===== src/rtl/tdma_gate_pkg.sv =====
package tdma_gate_pkg;
    typedef enum logic [1:0] {
        PH_FREE = 2'd0,
        PH_MEM  = 2'd1,
        PH_HELD = 2'd2
    } ph_state_e;
endpackage


===== src/rtl/tdma_slot_seq.sv =====
module tdma_slot_seq #(
    parameter int NCORES = 4,
    parameter int LEN_W  = 12,
    localparam int OWN_W = (NCORES > 1) ? $clog2(NCORES) : 1
) (
    input  logic                    clk,
    input  logic                    rst_n,
    input  logic [NCORES*LEN_W-1:0] slot_len,
    output logic [OWN_W-1:0]        owner_q,
    output logic [OWN_W-1:0]        owner_d
);
    localparam logic [OWN_W-1:0] LAST_OWN = OWN_W'(NCORES - 1);

    logic [LEN_W-1:0] cnt_q, cnt_d, len_cur, len_eff, cnt_last;
    logic             slot_end;

    always_comb begin
        len_cur  = slot_len[owner_q*LEN_W +: LEN_W];
        len_eff  = (len_cur == '0) ? LEN_W'(1) : len_cur;
        cnt_last = len_eff - LEN_W'(1);
        slot_end = (cnt_q >= cnt_last);
        cnt_d    = slot_end ? '0 : cnt_q + LEN_W'(1);
        if (!slot_end)
            owner_d = owner_q;
        else if (owner_q == LAST_OWN)
            owner_d = '0;
        else
            owner_d = owner_q + OWN_W'(1);
    end

    always_ff @(posedge clk or negedge rst_n) begin
        if (!rst_n) begin
            cnt_q   <= '0;
            owner_q <= '0;
        end else begin
            cnt_q   <= cnt_d;
            owner_q <= owner_d;
        end
    end
endmodule


===== src/rtl/prio_pick.sv =====
module prio_pick #(
    parameter int N = 8
) (
    input  logic [N-1:0] req,
    output logic [N-1:0] gnt
);
    always_comb begin
        gnt = '0;
        for (int i = N - 1; i >= 0; i--) begin
            if (req[i]) begin
                gnt    = '0;
                gnt[i] = 1'b1;
            end
        end
    end
endmodule


===== src/rtl/core_phase_ctl.sv =====
module core_phase_ctl
    import tdma_gate_pkg::*;
#(
    parameter int NTASK = 8
) (
    input  logic             clk,
    input  logic             rst_n,
    input  logic             in_slot,
    input  logic             in_slot_nxt,
    input  logic [NTASK-1:0] mem_req,
    input  logic [NTASK-1:0] cmp_req,
    output logic [NTASK-1:0] run,
    output logic             run_mem
);
    ph_state_e        state_q, state_d;
    logic [NTASK-1:0] lock_q, lock_d;
    logic [NTASK-1:0] mem_oh, cmp_oh, mem_sel;
    logic             lock_live, mem_go;

    prio_pick #(.N(NTASK)) u_mem_pick (.req(mem_req), .gnt(mem_oh));
    prio_pick #(.N(NTASK)) u_cmp_pick (.req(cmp_req), .gnt(cmp_oh));

    // output process: which task runs this cycle
    always_comb begin
        lock_live = (state_q != PH_FREE) && ((mem_req & lock_q) != '0);
        mem_sel   = '0;
        if (in_slot && lock_live)
            mem_sel = lock_q;
        else if (in_slot)
            mem_sel = mem_oh;
        mem_go  = (mem_sel != '0);
        run     = mem_go ? mem_sel : cmp_oh;
        run_mem = mem_go;
    end

    // next-state process
    always_comb begin
        state_d = PH_FREE;
        lock_d  = '0;
        unique case (state_q)
            PH_FREE, PH_MEM: begin
                if (mem_go) begin
                    lock_d  = mem_sel;
                    state_d = in_slot_nxt ? PH_MEM : PH_HELD;
                end
            end
            PH_HELD: begin
                if (mem_go) begin
                    lock_d  = mem_sel;
                    state_d = in_slot_nxt ? PH_MEM : PH_HELD;
                end else if (lock_live) begin
                    lock_d  = lock_q;
                    state_d = in_slot_nxt ? PH_MEM : PH_HELD;
                end
            end
            default: begin
                state_d = PH_FREE;
                lock_d  = '0;
            end
        endcase
    end

    // state register
    always_ff @(posedge clk or negedge rst_n) begin
        if (!rst_n) begin
            state_q <= PH_FREE;
            lock_q  <= '0;
        end else begin
            state_q <= state_d;
            lock_q  <= lock_d;
        end
    end
endmodule


===== src/rtl/tdma_gate_sched.sv =====
module tdma_gate_sched #(
    parameter int NCORES = 4,
    parameter int NTASK  = 8,
    parameter int LEN_W  = 12,
    localparam int OWN_W = (NCORES > 1) ? $clog2(NCORES) : 1
) (
    input  logic                    clk,
    input  logic                    rst_n,
    input  logic [NCORES*LEN_W-1:0] slot_len_i,
    input  logic [NCORES*NTASK-1:0] mem_req_i,
    input  logic [NCORES*NTASK-1:0] cmp_req_i,
    output logic [NCORES*NTASK-1:0] run_o,
    output logic [NCORES-1:0]       run_mem_o,
    output logic [OWN_W-1:0]        slot_core_o
);
    logic [OWN_W-1:0]  owner_q, owner_d;
    logic [NCORES-1:0] in_slot, in_slot_nxt;

    tdma_slot_seq #(.NCORES(NCORES), .LEN_W(LEN_W)) u_seq (
        .clk      (clk),
        .rst_n    (rst_n),
        .slot_len (slot_len_i),
        .owner_q  (owner_q),
        .owner_d  (owner_d)
    );

    assign slot_core_o = owner_q;

    for (genvar c = 0; c < NCORES; c++) begin : g_core
        localparam logic [OWN_W-1:0] CID = OWN_W'(c);
        assign in_slot[c]     = (owner_q == CID);
        assign in_slot_nxt[c] = (owner_d == CID);

        core_phase_ctl #(.NTASK(NTASK)) u_core (
            .clk         (clk),
            .rst_n       (rst_n),
            .in_slot     (in_slot[c]),
            .in_slot_nxt (in_slot_nxt[c]),
            .mem_req     (mem_req_i[c*NTASK +: NTASK]),
            .cmp_req     (cmp_req_i[c*NTASK +: NTASK]),
            .run         (run_o[c*NTASK +: NTASK]),
            .run_mem     (run_mem_o[c])
        );
    end
endmodule


===== config.mk =====
export PLATFORM = sky130hd
export DESIGN_NAME = tdma_gate_sched
export DESIGN_NICKNAME = d
export VERILOG_FILES = /design/src/rtl/tdma_gate_pkg.sv /design/src/rtl/tdma_slot_seq.sv /design/src/rtl/prio_pick.sv /design/src/rtl/core_phase_ctl.sv /design/src/rtl/tdma_gate_sched.sv
export SDC_FILE = /design/constraint.sdc
export NUM_CORES = 1
export LEC_CHECK = 0
export BUFFER_PORTS_ARGS = -buffer_cell sky130_fd_sc_hd__buf_4
export CORE_AREA = 2 2 102 104
export DETAILED_ROUTE_END_ITERATION = 12
export DIE_AREA = 0 0 104 106
export PLACE_DENSITY = 0.8
export SLEW_MARGIN = 20
export SYNTH_ARGS = -nofsm -noshare
export SYNTH_HDL_FRONTEND = slang
export SYNTH_SLANG_ARGS = --single-unit

===== constraint.sdc =====
create_clock -name clk -period 4.3 [get_ports clk]
set_input_delay 0.43 -clock clk [delete_from_list [all_inputs] [get_ports clk]]
set_output_delay 0.43 -clock clk [all_outputs]
set_load 0.005 [all_outputs]

* Yosys cells after proc, flatten, opt, wreduce, memory -nomap -nowiden *
Index checks and enable logic that the tools add are counted.

operators by class
  add/subtract/negate cells = 3
  multiply operators = 1
  div/mod/pow operators = 0
  order comparisons = 1
  eq/ne operators = 18
  shift-type cells = 1
  mux-type cells = 116
  bitwise gates (word level) = 4
  reduce and logical (&&, ||, !) cells = 31

operator list
  cell                                                                   count
  8-bit two-way mux                                                      88
  8-bit case mux with 2 select lines                                     4
  8-bit nonzero test                                                     8
  48-bit by 7-bit indexed part select with 12-bit output                 1
  2-bit two-way mux                                                      18
  8-bit bitwise AND                                                      4
  12-bit two-way mux                                                     2
  2-bit == test (second input constant)                                  8
  2-bit case mux with 2 select lines                                     4
  12-bit by 1-bit adder with 12-bit output (second input constant)       1
  2-bit by 1-bit == test with 1-bit output (second input constant)       6
  12-bit greater-or-equal comparator                                     1
  12-bit logical NOT                                                     1
  2-bit logical NOT                                                      6
  3-bit inequality test (second input constant)                          4
  12-bit by 1-bit subtractor with 12-bit output (second input constant)  1
  1-bit logical AND                                                      8
  2-bit nonzero test                                                     4
  2-bit OR reduction                                                     4
  2-bit by 2-bit multiplier with 4-bit output (second input constant)    1
  2-bit by 1-bit adder with 2-bit output (second input constant)         1

storage, ports and cells
  register bits = 54
  latch bits = 0
  bits in writable memories = 0
  ROM bits = 0
  input port bits = 114
  output and inout port bits = 38
  logic and storage cells = 185
  memories = 0

* Depth between registers and ports, before layout *
  word-level depth = 13
  depth in mapped cells = 20

* Hierarchy *
A second synthesis with hierarchy kept.

second synthesis, totals
  cell total of the unflattened synthesis = 597
  area total of the unflattened synthesis = 5333.9 um^2

modules (own cells, without submodules)
  module           times used  cells an instance  area each (um^2)  sequential area each (um^2)
  core_phase_ctl   4           93                 794.5             250.2
  tdma_slot_seq    1           137                1427.6            350.3
  prio_pick        8           10                 83.8              0.0
  tdma_gate_sched  1           8                  57.6              0.0

* Worst setup path after synthesis *
No wires, ideal clock.

  path kind = register to register
  start = register u_seq.owner_q[0]
  end = register g_core[2].u_core.state_q[0]
  setup time = 0.101 ns
  arrival = 4.680 ns
  data required time = 4.199 ns
  setup slack = -0.481 ns
  cell stages (with the launch flop) = 20
  buffers on the path = 2
  period minus slack after synthesis = 4.781 ns
  cells stage by stage = dfrtp_1 buf_6 buf_2 mux4_2 or3_1 nor4_2 nor2b_1 nor2_1 ha_1 nand2_1 nor3_1 nand2_1 xor2_1 ha_1 nand4_1 o31a_1 a31oi_1 mux2i_1 inv_1 nor4_1

between the ends
  word-level cells in the longest chain between the ends = 12

RTL lines
  element                                                 line                                                              source
  from (decl)                                             tdma_slot_seq.sv:9                                                output logic [OWN_W-1:0] owner_q,
  from (signal assigned)                                  tdma_slot_seq.sv:37                                               owner_q <= owner_d;
  2-bit by 2-bit multiplier with 4-bit output             tdma_slot_seq.sv:18                                               len_cur = slot_len[owner_q*LEN_W +: LEN_W];
  48-bit by 7-bit indexed part select with 12-bit output  tdma_slot_seq.sv:18
  12-bit logical NOT                                      tdma_slot_seq.sv:19                                               len_eff = (len_cur == '0) ? LEN_W'(1) : len_cur;
  12-bit two-way mux                                      tdma_slot_seq.sv:19
  12-bit by 1-bit subtractor with 12-bit output           tdma_slot_seq.sv:20                                               cnt_last = len_eff - LEN_W'(1);
  12-bit greater-or-equal comparator                      tdma_slot_seq.sv:21                                               slot_end = (cnt_q >= cnt_last);
  2-bit two-way mux (*)                                   tdma_slot_seq.sv:23                                               if (!slot_end)
  via owner_d[0]                                          tdma_gate_sched.sv:16                                             logic [OWN_W-1:0] owner_q, owner_d;
  2-bit == test (*)                                       tdma_gate_sched.sv:32                                             assign in_slot_nxt[c] = (owner_d == CID);
  2-bit two-way mux (*)                                   core_phase_ctl.sv:44, core_phase_ctl.sv:50, core_phase_ctl.sv:53
  2-bit two-way mux                                       core_phase_ctl.sv:51                                              end else if (lock_live) begin
  2-bit two-way mux                                       core_phase_ctl.sv:48                                              if (mem_go) begin
  2-bit case mux with 2 select lines (*)                  core_phase_ctl.sv:40                                              unique case (state_q)
  via g_core[2].u_core.state_d[0]                         core_phase_ctl.sv:15                                              ph_state_e state_q, state_d;
  to (signal assigned)                                    core_phase_ctl.sv:69                                              state_q <= state_d;
  to (decl)                                               core_phase_ctl.sv:15

The timed path passes the listed nets; every way through them passes the cells marked *.
A chain may end at the register's enable or synchronous reset.

* Worst setup path in the final report *
  start = register u_seq.owner_q[0]
  end = register g_core[2].u_core.state_q[1]

Same word-level chain as after synthesis.

==> impl_summary.log <==
[metrics] Die Outline Area: 11,000 µm²
[metrics] adder and majority gate portion of the synthesized area: 5.16%
[metrics] number of global-route vias before repair: 4,607
[metrics] synth unique cells: 71
[metrics] antenna violations before repair: 0
[metrics] Data arrival, critical path: 4.68 ns
[metrics] clock tree skew after final layout: 0.00935 ns
[metrics] largest area contributor in the netlist: sky130_fd_sc_hd__dfrtp_1
[metrics] synthesized instance count: 509
[metrics] number of maximum-capacitance constraint violations: 0
[metrics] peak ir drop on the vdd network: 0.000269 V
[metrics] clock network fraction of total power: 10.5%
[metrics] final hold viol count: 0
[metrics] delay of the slowest cell on the worst path: 0.54 ns
[metrics] combinational fraction of design power: 63.3%
[metrics] Pint: 1.70 mW
[metrics] achievable frequency: 225 MHz
[metrics] number of I/O pins: 152
[metrics] final core utilization: 63.4%
[metrics] main area contributors after synthesis: sky130_fd_sc_hd__dfrtp_1 (30%), sky130_fd_sc_hd__ha_1 (4.9%), sky130_fd_sc_hd__nand2_1 (4.1%)
[metrics] Slew headroom: 32.8%
[metrics] die boundary width: 104 µm
[metrics] number of cell instances on the worst register-to-register path: 18
[metrics] sequential-to-total area share from yosys stat: 29.6%
[metrics] Initial DRT Pass Iterations: 5
[metrics] post-route standard cell area excluding fillers: 6340 µm²
[metrics] EDFF count, synth: 0
[metrics] destination of the worst register-to-register timing path: g_core[2].u_core.state_q[1]$_DFF_PN0_
[metrics] most used cell, CP: sky130_fd_sc_hd__or3_4
[metrics] areal power density over the cells: 467 nW/µm²
[metrics] antenna viol nets, final: 0
[metrics] setup TNS: -0.814 ns
[metrics] share of the synthesized area in compound gates (AO/OA/AOI/OAI): 22.6%
[metrics] Detailed Place HPWL: 10,400 µm
[metrics] share of the synthesized area in the top cell type: 29.6%
[metrics] post-synthesis average cell area: 8.96 µm²
[metrics] multiplexer share of the synthesized area: 11.3%
[metrics] total of buffers placed on input and output ports: 151
[metrics] warning count from the yosys run: 0
[metrics] post-synthesis sequential element count: 54
[metrics] first-iteration detailed-routing DRC count: 247
[metrics] dpl cell area: 6020 µm²
[metrics] number of diodes: 0
[metrics] status: complete, but fails checks
[metrics] Required @ worst endpoint: 4.53 ns
[metrics] slowest cell on the critical path: sky130_fd_sc_hd__mux4_2
[metrics] most common cell in the netlist: sky130_fd_sc_hd__dfrtp_1
[metrics] Skew-Pair Late Insertion Delay: 0.31 ns
[metrics] ordered cell list for the critical path: mux4_2 > or3_4 > or3_4 > or2_4 > nor2b_4 > nor2_4 > ha_4 > buf_4 > xnor2_2 > ha_1 > a211o_1 > a31oi_1 > o31a_1 > a31oi_4 > buf_12 > mux2i_2 > inv_2 > a211oi_2
[metrics] layout overhead on the synthesized area: 39.0%
[metrics] wirelength, routed: 13,300 µm
[metrics] dominant combinational cell family by area after synthesis: simple AND/OR/NAND/NOR gates
[metrics] standard-cell row count: 37
[metrics] type of the tightest min-delay check: in -> async
[metrics] FF-to-FF Start: u_seq.owner_q[0]$_DFF_PN0_
[metrics] buffer cell driving the clock tree root: sky130_fd_sc_hd__clkbuf_8
[metrics] total DRC errors in the routed layout: 0
[metrics] Routability Congestion: 0.881
[metrics] number of vias per cell after detailed routing: 5.84
[metrics] most common library cells after synthesis: sky130_fd_sc_hd__dfrtp_1 (54), sky130_fd_sc_hd__nand2_1 (50), sky130_fd_sc_hd__nor2_1 (43)
[metrics] P_sw: 1.26 mW
[metrics] cts hold-fix bufs: 0
[metrics] H-tree depth reported by CTS: 2
[metrics] Worst Hold Slack: 0.136 ns
[metrics] slack of the worst reg-to-reg path: -0.14 ns
[metrics] shortest clock period the worst path allows after layout: 4.44 ns
[metrics] fraction of layout cells with a size suffix above 1: 35.8%
[metrics] number of nets in the synthesized netlist: 641
[metrics] NumNets Final: 819
[metrics] CP Class: reg -> reg
[metrics] final clock period utilization by the worst path: 103%
[metrics] number of buffers on the longest clock path: 2
[metrics] violations in the final reports: negative setup slack
[metrics] Worst Slack Setup Final: -0.143 ns
[metrics] total clock buffers created by CTS: 5
[metrics] initial core utilization: 45.6%
[metrics] maximum fanout along the worst path: 6
[metrics] share of total power in sequential cells: 26.3%
[metrics] leakage power of the design: 2.91 nW
[metrics] switching portion of total power: 42.4%
[metrics] xor and xnor area share after synthesis: 3.07%
[metrics] number of max-slew violations in the final report: 0
[metrics] core box area: 10000 µm²
[metrics] Setup Viol. Count Final: 9
[metrics] Netlist Area Pre-Place: 4560 µm²
[metrics] flip-flop cell with the highest count after synthesis: sky130_fd_sc_hd__dfrtp_1
[metrics] TritonCTS clock tree: done
[metrics] count of clock tree sinks: 54
[metrics] wire length of the first global-routing pass: 21,300 µm
[metrics] vertical die dimension: 106 µm
[metrics] vias post-DR: 4,813
[metrics] detail-routed net length per standard cell: 16.1 µm
[metrics] Worst-Margin Slew: 0.994 ns
[metrics] crit path capture type: flip-flop
[metrics] fill cell instance count of the final layout: 836
[metrics] gr usage total: 22.8%
[metrics] worst setup timing slack at the placement stage: -0.212 ns
[metrics] largest net degree at the start of global routing: 55
[metrics] Clk pin slew, worst setup/hold paths: 0.11 ns
[metrics] total global routing overflow: 0
[metrics] unrepaired setup endpoints after global routing: yes
[metrics] kind of start point of the critical path: flip-flop
[metrics] Async SR Flop Fraction: 100%
[metrics] simple-gate area share of the yosys netlist: 24.0%
## routing by layer
layer / track usage (%) / vias up / part of all wire, %
li1: - / 2317 / -
met1: 28.8 / 2335 / 42
met2: 41.5 / 145 / 53
met3: 3.49 / 16 / 4.5
met4: 4.63 / 0 / 1.1
met5: 0 / - / 0
## worst max-delay path, delay by kind of cell, from the launching register on
kind | cells | cell delay, ns
and+or+nand+nor | 5 | 1.24
adders and majority gates | 2 | 0.48
xor gates and xnor gates | 1 | 0.13
muxes | 2 | 0.77
AOI/OAI and AO/OA | 5 | 0.93
buffers and inverters | 3 | 0.37
DFF | 1 | 0.45
## registers in the layout, summed over array words and instances, names as in the netlist
register / count
g_core.u_core.lock_q: 32
g_core.u_core.state_q: 8
u_seq.cnt_q: 12
u_seq.owner_q: 2
## power by group through the flow
stage	registers [mW]	clock network (mW)	logic, mW
5_1_grt	0.797	0.337	2.06
3_5_place_dp	0.780	0	1.63
4_1_cts	0.774	0.320	1.67
3_3_place_gp	0.771	0	1.58
2_1_floorplan	0.728	0	1.09
6_report	0.777	0.310	1.87
## metrics by stage
| step | cells | total power, mW |
|---|---|---|
| 3_5_place_dp | 803 | 2.41 |
| 4_1_cts | 815 | 2.77 |
| 3_3_place_gp | 803 | 2.35 |
| 6_report | 824 | 2.96 |
| 5_1_grt | 824 | 3.19 |
| 2_1_floorplan | 509 | 1.82 |
## cells in the final DEF (no fill, tap or decap), types with 11 or more instances in the layout
cell type                 instances
sky130_fd_sc_hd__mux2i_1         16
sky130_fd_sc_hd__buf_4          187
sky130_fd_sc_hd__nor2_1          42
sky130_fd_sc_hd__o21ai_0         24
sky130_fd_sc_hd__a21oi_1         20
sky130_fd_sc_hd__dfrtp_1         53
sky130_fd_sc_hd__nand3_1         13
sky130_fd_sc_hd__nand2_1         49
sky130_fd_sc_hd__nor3_1          20
sky130_fd_sc_hd__inv_1           23
sky130_fd_sc_hd__a22oi_1         17
sky130_fd_sc_hd__a22o_1          11
sky130_fd_sc_hd__ha_1            17
## logic make-up (layout without fill, tap and decap cells)
| family | count (synthesis) | in the layout |
|---|---|---|
| buffers and inverters | 45 | 224 |
| XOR/XNOR | 16 | 16 |
| AND/OR/NAND/NOR | 202 | 202 |
| AO/OA/AOI/OAI | 139 | 139 |
| flip-flops | 54 | 54 |
| adder cells (fa/ha/maj) | 19 | 19 |
| multiplexers | 34 | 34 |
## worst max path at each step
stage	start	to	slack, ns
after floorplan	u_seq.owner_q[0]$_DFF_PN0_	g_core[2].u_core.state_q[1]$_DFF_PN0_	0.003
after global placement	u_seq.owner_q[0]$_DFF_PN0_	g_core[2].u_core.state_q[0]$_DFF_PN0_	-0.06
after global routing	u_seq.owner_q[0]$_DFF_PN0_	g_core[2].u_core.state_q[0]$_DFF_PN0_	-0.31
final	u_seq.owner_q[0]$_DFF_PN0_	g_core[2].u_core.state_q[1]$_DFF_PN0_	-0.14
after detailed placement	u_seq.owner_q[0]$_DFF_PN0_	g_core[2].u_core.state_q[1]$_DFF_PN0_	-0.21
after CTS	u_seq.owner_q[0]$_DFF_PN0_	g_core[2].u_core.state_q[0]$_DFF_PN0_	-0.09
## area by class of cell
type	count	area, µm²	share of cell area [%]
multi-input combinational	410	3160	49.9
timing repair buffer	191	1460	23.0
sequential	54	1350	21.3
tap	136	170	2.69
inverter	25	93.8	1.48
clock buffer	5	68.8	1.09
clock inverter	3	28.8	0.454
## timing repair
item,in CTS,in global routing
endpoints found under the setup margin,10,22
setup buffers,4,9
gates cloned,0,0
pin swaps,8,18
gates resized for setup,8,16
No activity file was read; power rests on OpenSTA's default activity.
